--- src/rtl/useq_pkg.sv ---
package useq_pkg;

    localparam int UADDR_W = 4;
    localparam int OPC_W   = 6;

    typedef enum logic [1:0] {
        SEQ_RESTART = 2'b00,
        SEQ_TBL_A   = 2'b01,
        SEQ_TBL_B   = 2'b10,
        SEQ_STEP    = 2'b11
    } seq_code_e;

    // Packed MSB first: mem_rd ends up at bit 0.
    typedef struct packed {
        logic [1:0] pc_src;
        logic [1:0] alu_op;
        logic [1:0] alu_src_b;
        logic       alu_src_a;
        logic       addr_sel;
        logic       mem_to_reg;
        logic       reg_dst;
        logic       pc_wr_cond;
        logic       reg_wr;
        logic       pc_wr;
        logic       ir_wr;
        logic       mem_wr;
        logic       mem_rd;
    } ctrl_word_t;

    localparam int CTRL_W = $bits(ctrl_word_t);

    localparam logic [OPC_W-1:0] OPC_ALU   = 6'h00;
    localparam logic [OPC_W-1:0] OPC_LOAD  = 6'h23;
    localparam logic [OPC_W-1:0] OPC_STORE = 6'h2B;
    localparam logic [OPC_W-1:0] OPC_BEQ   = 6'h04;
    localparam logic [OPC_W-1:0] OPC_JMP   = 6'h02;

    localparam logic [UADDR_W-1:0] UA_FETCH  = 4'd0;
    localparam logic [UADDR_W-1:0] UA_MEMADR = 4'd2;
    localparam logic [UADDR_W-1:0] UA_LDRD   = 4'd3;
    localparam logic [UADDR_W-1:0] UA_STWR   = 4'd5;
    localparam logic [UADDR_W-1:0] UA_ALUEX  = 4'd6;
    localparam logic [UADDR_W-1:0] UA_BRANCH = 4'd8;
    localparam logic [UADDR_W-1:0] UA_JUMP   = 4'd9;
    localparam logic [UADDR_W-1:0] UA_TRAP   = 4'd10;

endpackage

--- src/rtl/useq_store.sv ---
module useq_store
    import useq_pkg::*;
#(
    parameter int AW = UADDR_W
) (
    input  logic [AW-1:0] upc,
    output ctrl_word_t    word,
    output seq_code_e     seq
);

    always_comb begin
        word = '0;
        seq  = SEQ_RESTART;
        case (upc)
            4'd0: begin // fetch
                word.mem_rd    = 1'b1;
                word.ir_wr     = 1'b1;
                word.pc_wr     = 1'b1;
                word.alu_src_b = 2'b01;
                seq            = SEQ_STEP;
            end
            4'd1: begin // decode
                word.alu_src_b = 2'b11;
                seq            = SEQ_TBL_A;
            end
            4'd2: begin // effective address
                word.alu_src_a = 1'b1;
                word.alu_src_b = 2'b10;
                seq            = SEQ_TBL_B;
            end
            4'd3: begin // load read
                word.mem_rd   = 1'b1;
                word.addr_sel = 1'b1;
                seq           = SEQ_STEP;
            end
            4'd4: begin // load writeback
                word.reg_wr     = 1'b1;
                word.mem_to_reg = 1'b1;
            end
            4'd5: begin // store write
                word.mem_wr   = 1'b1;
                word.addr_sel = 1'b1;
            end
            4'd6: begin // ALU execute
                word.alu_src_a = 1'b1;
                word.alu_op    = 2'b10;
                seq            = SEQ_STEP;
            end
            4'd7: begin // ALU writeback
                word.reg_wr  = 1'b1;
                word.reg_dst = 1'b1;
            end
            4'd8: begin // branch compare
                word.alu_src_a  = 1'b1;
                word.alu_op     = 2'b01;
                word.pc_wr_cond = 1'b1;
                word.pc_src     = 2'b01;
            end
            4'd9: begin // jump
                word.pc_wr  = 1'b1;
                word.pc_src = 2'b10;
            end
            default: begin // trap routine and unused words: quiet, restart
                word = '0;
                seq  = SEQ_RESTART;
            end
        endcase
    end

endmodule

--- src/rtl/useq_dispatch.sv ---
module useq_dispatch
    import useq_pkg::*;
#(
    parameter int TABLE_ID = 0,
    parameter int OW       = OPC_W,
    parameter int AW       = UADDR_W
) (
    input  logic [OW-1:0] opcode,
    output logic [AW-1:0] target,
    output logic          hit
);

    generate
        if (TABLE_ID == 0) begin : g_decode_tbl
            always_comb begin
                hit    = 1'b1;
                target = UA_TRAP;
                case (opcode)
                    OPC_ALU:   target = UA_ALUEX;
                    OPC_LOAD:  target = UA_MEMADR;
                    OPC_STORE: target = UA_MEMADR;
                    OPC_BEQ:   target = UA_BRANCH;
                    OPC_JMP:   target = UA_JUMP;
                    default:   hit    = 1'b0;
                endcase
            end
        end else begin : g_memop_tbl
            always_comb begin
                hit    = 1'b1;
                target = UA_TRAP;
                case (opcode)
                    OPC_LOAD:  target = UA_LDRD;
                    OPC_STORE: target = UA_STWR;
                    default:   hit    = 1'b0;
                endcase
            end
        end
    endgenerate

endmodule

--- src/rtl/useq_next.sv ---
module useq_next
    import useq_pkg::*;
#(
    parameter int AW = UADDR_W
) (
    input  seq_code_e     seq,
    input  logic [AW-1:0] upc,
    input  logic [AW-1:0] tgt_a,
    input  logic          hit_a,
    input  logic [AW-1:0] tgt_b,
    input  logic          hit_b,
    output logic [AW-1:0] nxt,
    output logic          miss
);

    always_comb begin
        miss = 1'b0;
        case (seq)
            SEQ_RESTART: nxt = '0;
            SEQ_TBL_A: begin
                nxt  = hit_a ? tgt_a : UA_TRAP;
                miss = !hit_a;
            end
            SEQ_TBL_B: begin
                nxt  = hit_b ? tgt_b : UA_TRAP;
                miss = !hit_b;
            end
            default: nxt = AW'(upc + 1'b1);
        endcase
    end

endmodule

--- src/rtl/useq_sequencer.sv ---
module useq_sequencer
    import useq_pkg::*;
(
    input  logic                clk,
    input  logic                rst,
    input  logic [OPC_W-1:0]    opcode,
    output logic [CTRL_W-1:0]   ctrl,
    output logic [UADDR_W-1:0]  uaddr,
    output logic                unknown_op
);

    typedef struct packed {
        logic [UADDR_W-1:0] upc;
    } seq_state_t;

    seq_state_t st_d, st_q;

    ctrl_word_t         word;
    seq_code_e          seq;
    logic [UADDR_W-1:0] tgt_a, tgt_b, nxt;
    logic               hit_a, hit_b, miss;

    useq_store #(.AW(UADDR_W)) u_store (
        .upc  (st_q.upc),
        .word (word),
        .seq  (seq)
    );

    useq_dispatch #(.TABLE_ID(0), .OW(OPC_W), .AW(UADDR_W)) u_tbl_a (
        .opcode (opcode),
        .target (tgt_a),
        .hit    (hit_a)
    );

    useq_dispatch #(.TABLE_ID(1), .OW(OPC_W), .AW(UADDR_W)) u_tbl_b (
        .opcode (opcode),
        .target (tgt_b),
        .hit    (hit_b)
    );

    useq_next #(.AW(UADDR_W)) u_next (
        .seq   (seq),
        .upc   (st_q.upc),
        .tgt_a (tgt_a),
        .hit_a (hit_a),
        .tgt_b (tgt_b),
        .hit_b (hit_b),
        .nxt   (nxt),
        .miss  (miss)
    );

    always_comb begin
        st_d     = st_q;
        st_d.upc = nxt;
    end

    always_ff @(posedge clk) begin
        if (rst) st_q <= '0;
        else     st_q <= st_d;
    end

    assign ctrl       = word;
    assign uaddr      = st_q.upc;
    assign unknown_op = miss;


    p_reset_zero_r1: assert property (@(posedge clk) rst |=> uaddr == '0);

    p_restart_r2: assert property (@(posedge clk) disable iff (rst)
        seq == SEQ_RESTART |=> uaddr == '0);

    p_step_r3: assert property (@(posedge clk) disable iff (rst)
        seq == SEQ_STEP |=> uaddr == UADDR_W'($past(uaddr) + 1'b1));

    p_tbl_a_r4: assert property (@(posedge clk) disable iff (rst)
        (seq == SEQ_TBL_A && hit_a) |=> uaddr == $past(tgt_a));

    p_tbl_b_r5: assert property (@(posedge clk) disable iff (rst)
        (seq == SEQ_TBL_B && hit_b) |=> uaddr == $past(tgt_b));

    p_trap_r6: assert property (@(posedge clk) disable iff (rst)
        unknown_op |=> uaddr == UA_TRAP);

    p_flag_only_dispatch_r8: assert property (@(posedge clk) disable iff (rst)
        unknown_op |-> (seq == SEQ_TBL_A || seq == SEQ_TBL_B));

endmodule

--- config.mk ---
export PLATFORM = sky130hd
export DESIGN_NAME = useq_sequencer
export DESIGN_NICKNAME = d
export VERILOG_FILES = /design/src/rtl/useq_pkg.sv /design/src/rtl/useq_store.sv /design/src/rtl/useq_dispatch.sv /design/src/rtl/useq_next.sv /design/src/rtl/useq_sequencer.sv
export SDC_FILE = /design/constraint.sdc
export NUM_CORES = 1
export LEC_CHECK = 0
export BUFFER_PORTS_ARGS = -buffer_cell sky130_fd_sc_hd__buf_2
export CAP_MARGIN = 30
export CORE_MARGIN = 1
export CORE_UTILIZATION = 40
export DETAILED_ROUTE_END_ITERATION = 6
export GPL_ROUTABILITY_DRIVEN = 0
export PLACE_DENSITY_LB_ADDON = 0.2
export SYNTH_ARGS = -nofsm -noshare
export SYNTH_HDL_FRONTEND = slang
export SYNTH_SLANG_ARGS = --single-unit
--- constraint.sdc ---
create_clock -name clk -period 3.4 [get_ports clk]
set_clock_uncertainty 0.1 [all_clocks]
set_input_delay 0.17 -clock clk [delete_from_list [all_inputs] [get_ports clk]]
set_output_delay 0.17 -clock clk [all_outputs]
set_load 0.1 [all_outputs]
==> summary by stage <==
Status
The run finished with clean final reports.

Clocking
The buffers inserted during post-CTS setup optimization is 0. TritonCTS built the clock tree. The deepest level of the CTS H-tree is 1. Counting every sink on the clock net gives 4. Counting the buffers created by CTS gives 3. In this run, post-CTS hold repair placed 0 buffers.

Gates resized during post-CTS repair numbered 0. The clock slew seen by the registers of the worst setup and hold paths is 40 ps. Clock tree synthesis selected as its root buffer the cell clkbuf_4.

For the worst-skew pair, the clock arrives at the later sink with an insertion delay of 230 ps. In this run the deepest clock path goes through 2 buffers.

Cells and area
The final standard cell count with taps included and fillers excluded is 115. The repair_antennas step left the layout with diodes totalling 0. The utilization after layout is 0.593. The fill cell instance count of the final layout is 135. The ratio of cells with drive above 1 in the final layout is 0.440. The register with the most flip-flops in the layout has 4 of them. The final layout net count is 117. The layout-stage area growth over the synthesis result is 35.9%.

Routing
Across all layers, the routed design uses 625 vias. For this run, design rule violations remaining after detail routing come to 0. The mean number of vias per cell is 5.43. The count of nets left with antenna violations once routing finished came out at 0.

The initial detailed-routing violation count is 17. The routed wire length is 1480 microns. The detailed-route wire length per cell is 12.9 microns. For this run, the detailed router's first-pass iteration total came to 4.

Setup path
The critical path ends at unknown_op. The buffer and inverter count on the worst path is 3. Data arrives at the worst endpoint at 2630 ps. The flop-to-flop setup slack is 760 ps.

Among cell families on the critical path, the largest total delay comes from compound AO/OA/AOI/OAI gates. The critical path goes through inv_1 -> ha_1 -> o21a_2 -> a211oi_1 -> ha_1 -> clkinv_1 -> a221oi_4 -> buf_2. The element type at the critical path start is a flop. The endpoint identified for the worst register-to-register timing path is uaddr[2]. The worst stage delay on the critical path is 460 ps. The total number of cells along the worst setup path is 8. On the critical path, the stage with the largest delay is an instance of buf_2. The count of cells along the worst register-to-register path is 8. The startpoint of the most critical register-to-register path is uaddr[0]. The critical path starts at uaddr[0]. The peak fanout along the critical path is 6.

STA classifies the critical path endpoint as a primary output. For the worst setup path, the data required time is 3130 ps. By instance count, the cell type seen most on the critical path is ha_1.

The worst setup path is of the reg -> out kind.

Logic synthesis
The commonest register cell after synthesis is dfxtp_1. Synthesis produced 72 cells. For this run, the register share of the synthesized area comes to 0.139. The share of synthesized cell area in and, or, nand and nor gates is 0.305.

The main combinational cell family by area after synthesis is simple AND/OR/NAND/NOR gates. The net count after synthesis is 87. The count of yosys warnings during synthesis is 0. The fraction of the mapped netlist area in compound gates is 0.259. In this run the mean area of a mapped cell was 7.98 sq um. The netlist area before placement is 574 sq um. The share of synthesized area spent on multiplexers is 0.0349.

The register bit total from synthesis is 4. Of the total synthesized cell area, the portion taken by XOR and XNOR cells is 0.0305. Of the total synthesized cell area, the portion taken by full adders, half adders and majority gates is 0.153. The distinct cell type count of the synthesized netlist is 38. Counting flops with a built-in enable in the synthesized netlist gives 0. The async set-or-reset flop fraction in the synthesized netlist is 0.

GRT
The global route total overflow is 0. The via count of the first global-routing pass is 497. The largest net degree at the start of global routing is 13. The initial antenna violation count is 0. The total routing usage reported by global routing is 0.199.

The wire length of the first global-routing pass is 2120 microns.

Timing
The final number of max-transition violations is 0. Derived from the worst setup path, the maximum achievable clock frequency is 345 MHz. In the finished design, the share of the clock period the worst path needs comes to 0.852.

Measured against its own limit, the worst slew margin works out to 0.675. For the final routed database, the setup TNS stands at 0 ps. The time the final worst path needs with I/O delays and setup is 2900 ps.

Setup repair after global routing left no endpoint under its margin. The worst-case setup margin in the final layout is 504 ps. Setup violations remaining at the end of the flow were counted as 0. The count of endpoints failing hold in the final timing report is 0. At the pin with the least slew margin, the transition time is 490 ps.

Hold path
The class of the most critical hold timing path is in -> reg. The source of the worst hold timing path is rst.

Floorplan
The core footprint is 1320 sq um. The effective utilization at floorplan is 0.436. The count of standard-cell rows is 13.

The die width is 39.9 microns. The floorplan step defined a die boundary enclosing 1590 sq um. The y dimension of the die is 39.9 microns. The I/O pin count is 29.

Placed design
The total of buffers placed on input and output ports is 28. The pre-CTS worst setup slack is 756 ps. The number of placed instances, taps included is 112.

Summed over all nets, the half-perimeter wirelength after detailed placement is 1190 microns.

Flow run
Across the run, the number of max-cap violations was 0.
[cell families after synthesis]
kind of cell	count (synthesis)
and+or+nand+nor	29
muxes	2
adders and majority gates	7
DFF	4
buffers and inverters	10
xor gates and xnor gates	2
AOI/OAI and AO/OA	18
[worst reg2reg max path: cells and delay by family (launching register included)]
| family | cells | cell delay, ps |
|---|---|---|
| AO/OA/AOI/OAI | 3 | 780 |
| adder cells (fa/ha/maj) | 2 | 520 |
| buffers and inverters | 2 | 240 |
| flip-flops | 1 | 370 |
| AND/OR/NAND/NOR | 1 | 540 |
[through the flow]
step,hold WS (ps),cell area (sq um)
finish,77.1,781
global route,69.3,781
CTS,59.8,781
detailed placement,309,758
global placement,303,758
floorplan,129,614
[placed cells by master, fill, tap and decap left out, types with 2 or more instances in the layout]
cell type	n
nor3_1	4
clkbuf_4	3
or2_1	3
a21o_1	2
o21a_1	2
buf_2	28
nor2_1	4
dfxtp_2	3
nand2_1	2
mux2i_1	2
ha_1	7
and2_1	4
inv_1	4
[worst min path at each step]
stage | end | slack [ps] | cells past startpoint
4_1_cts | uaddr[2] | 60 | 2
5_1_grt | uaddr[2] | 70 | 2
3_3_place_gp | uaddr[2] | 300 | 2
6_report | uaddr[2] | 80 | 2
2_1_floorplan | uaddr[2] | 130 | 1
3_5_place_dp | uaddr[2] | 310 | 2
[cells in the mapped netlist, types with 2 or more instances]
cell	number	area, sq um
a221oi_1	2	17.5
nor3b_1	3	22.5
buf_4	2	15.0
nand2_1	2	7.51
or2_1	3	18.8
a21o_1	2	15.0
clkbuf_1	2	7.51
inv_1	4	15.0
mux2i_1	2	20.0
dfxtp_1	4	80.1
nor2_1	4	15.0
nor3_1	4	20.0
ha_1	7	87.6
o21a_1	3	22.5
and2_1	5	31.3
[metal layers]
metal  up-vias  wire [microns]  track usage
li1        316               -            -
met1       289             705        0.272
met2        18             702        0.302
met3         2              64       0.0227
met4         0               6       0.0948
met5         -               0            0
[layout make-up]
type	instances	area, sq um	area share
Clock buffer	3	22.5	0.0288
Inverter	6	22.5	0.0288
Multi-Input combinational cell	58	485	0.622
Sequential cell	4	83.8	0.107
Tap cell	15	18.8	0.0240
Timing Repair Buffer	29	148	0.189
Power is not shown: default switching activity piles up to over one toggle a cycle in this logic, so the estimate is an artifact.
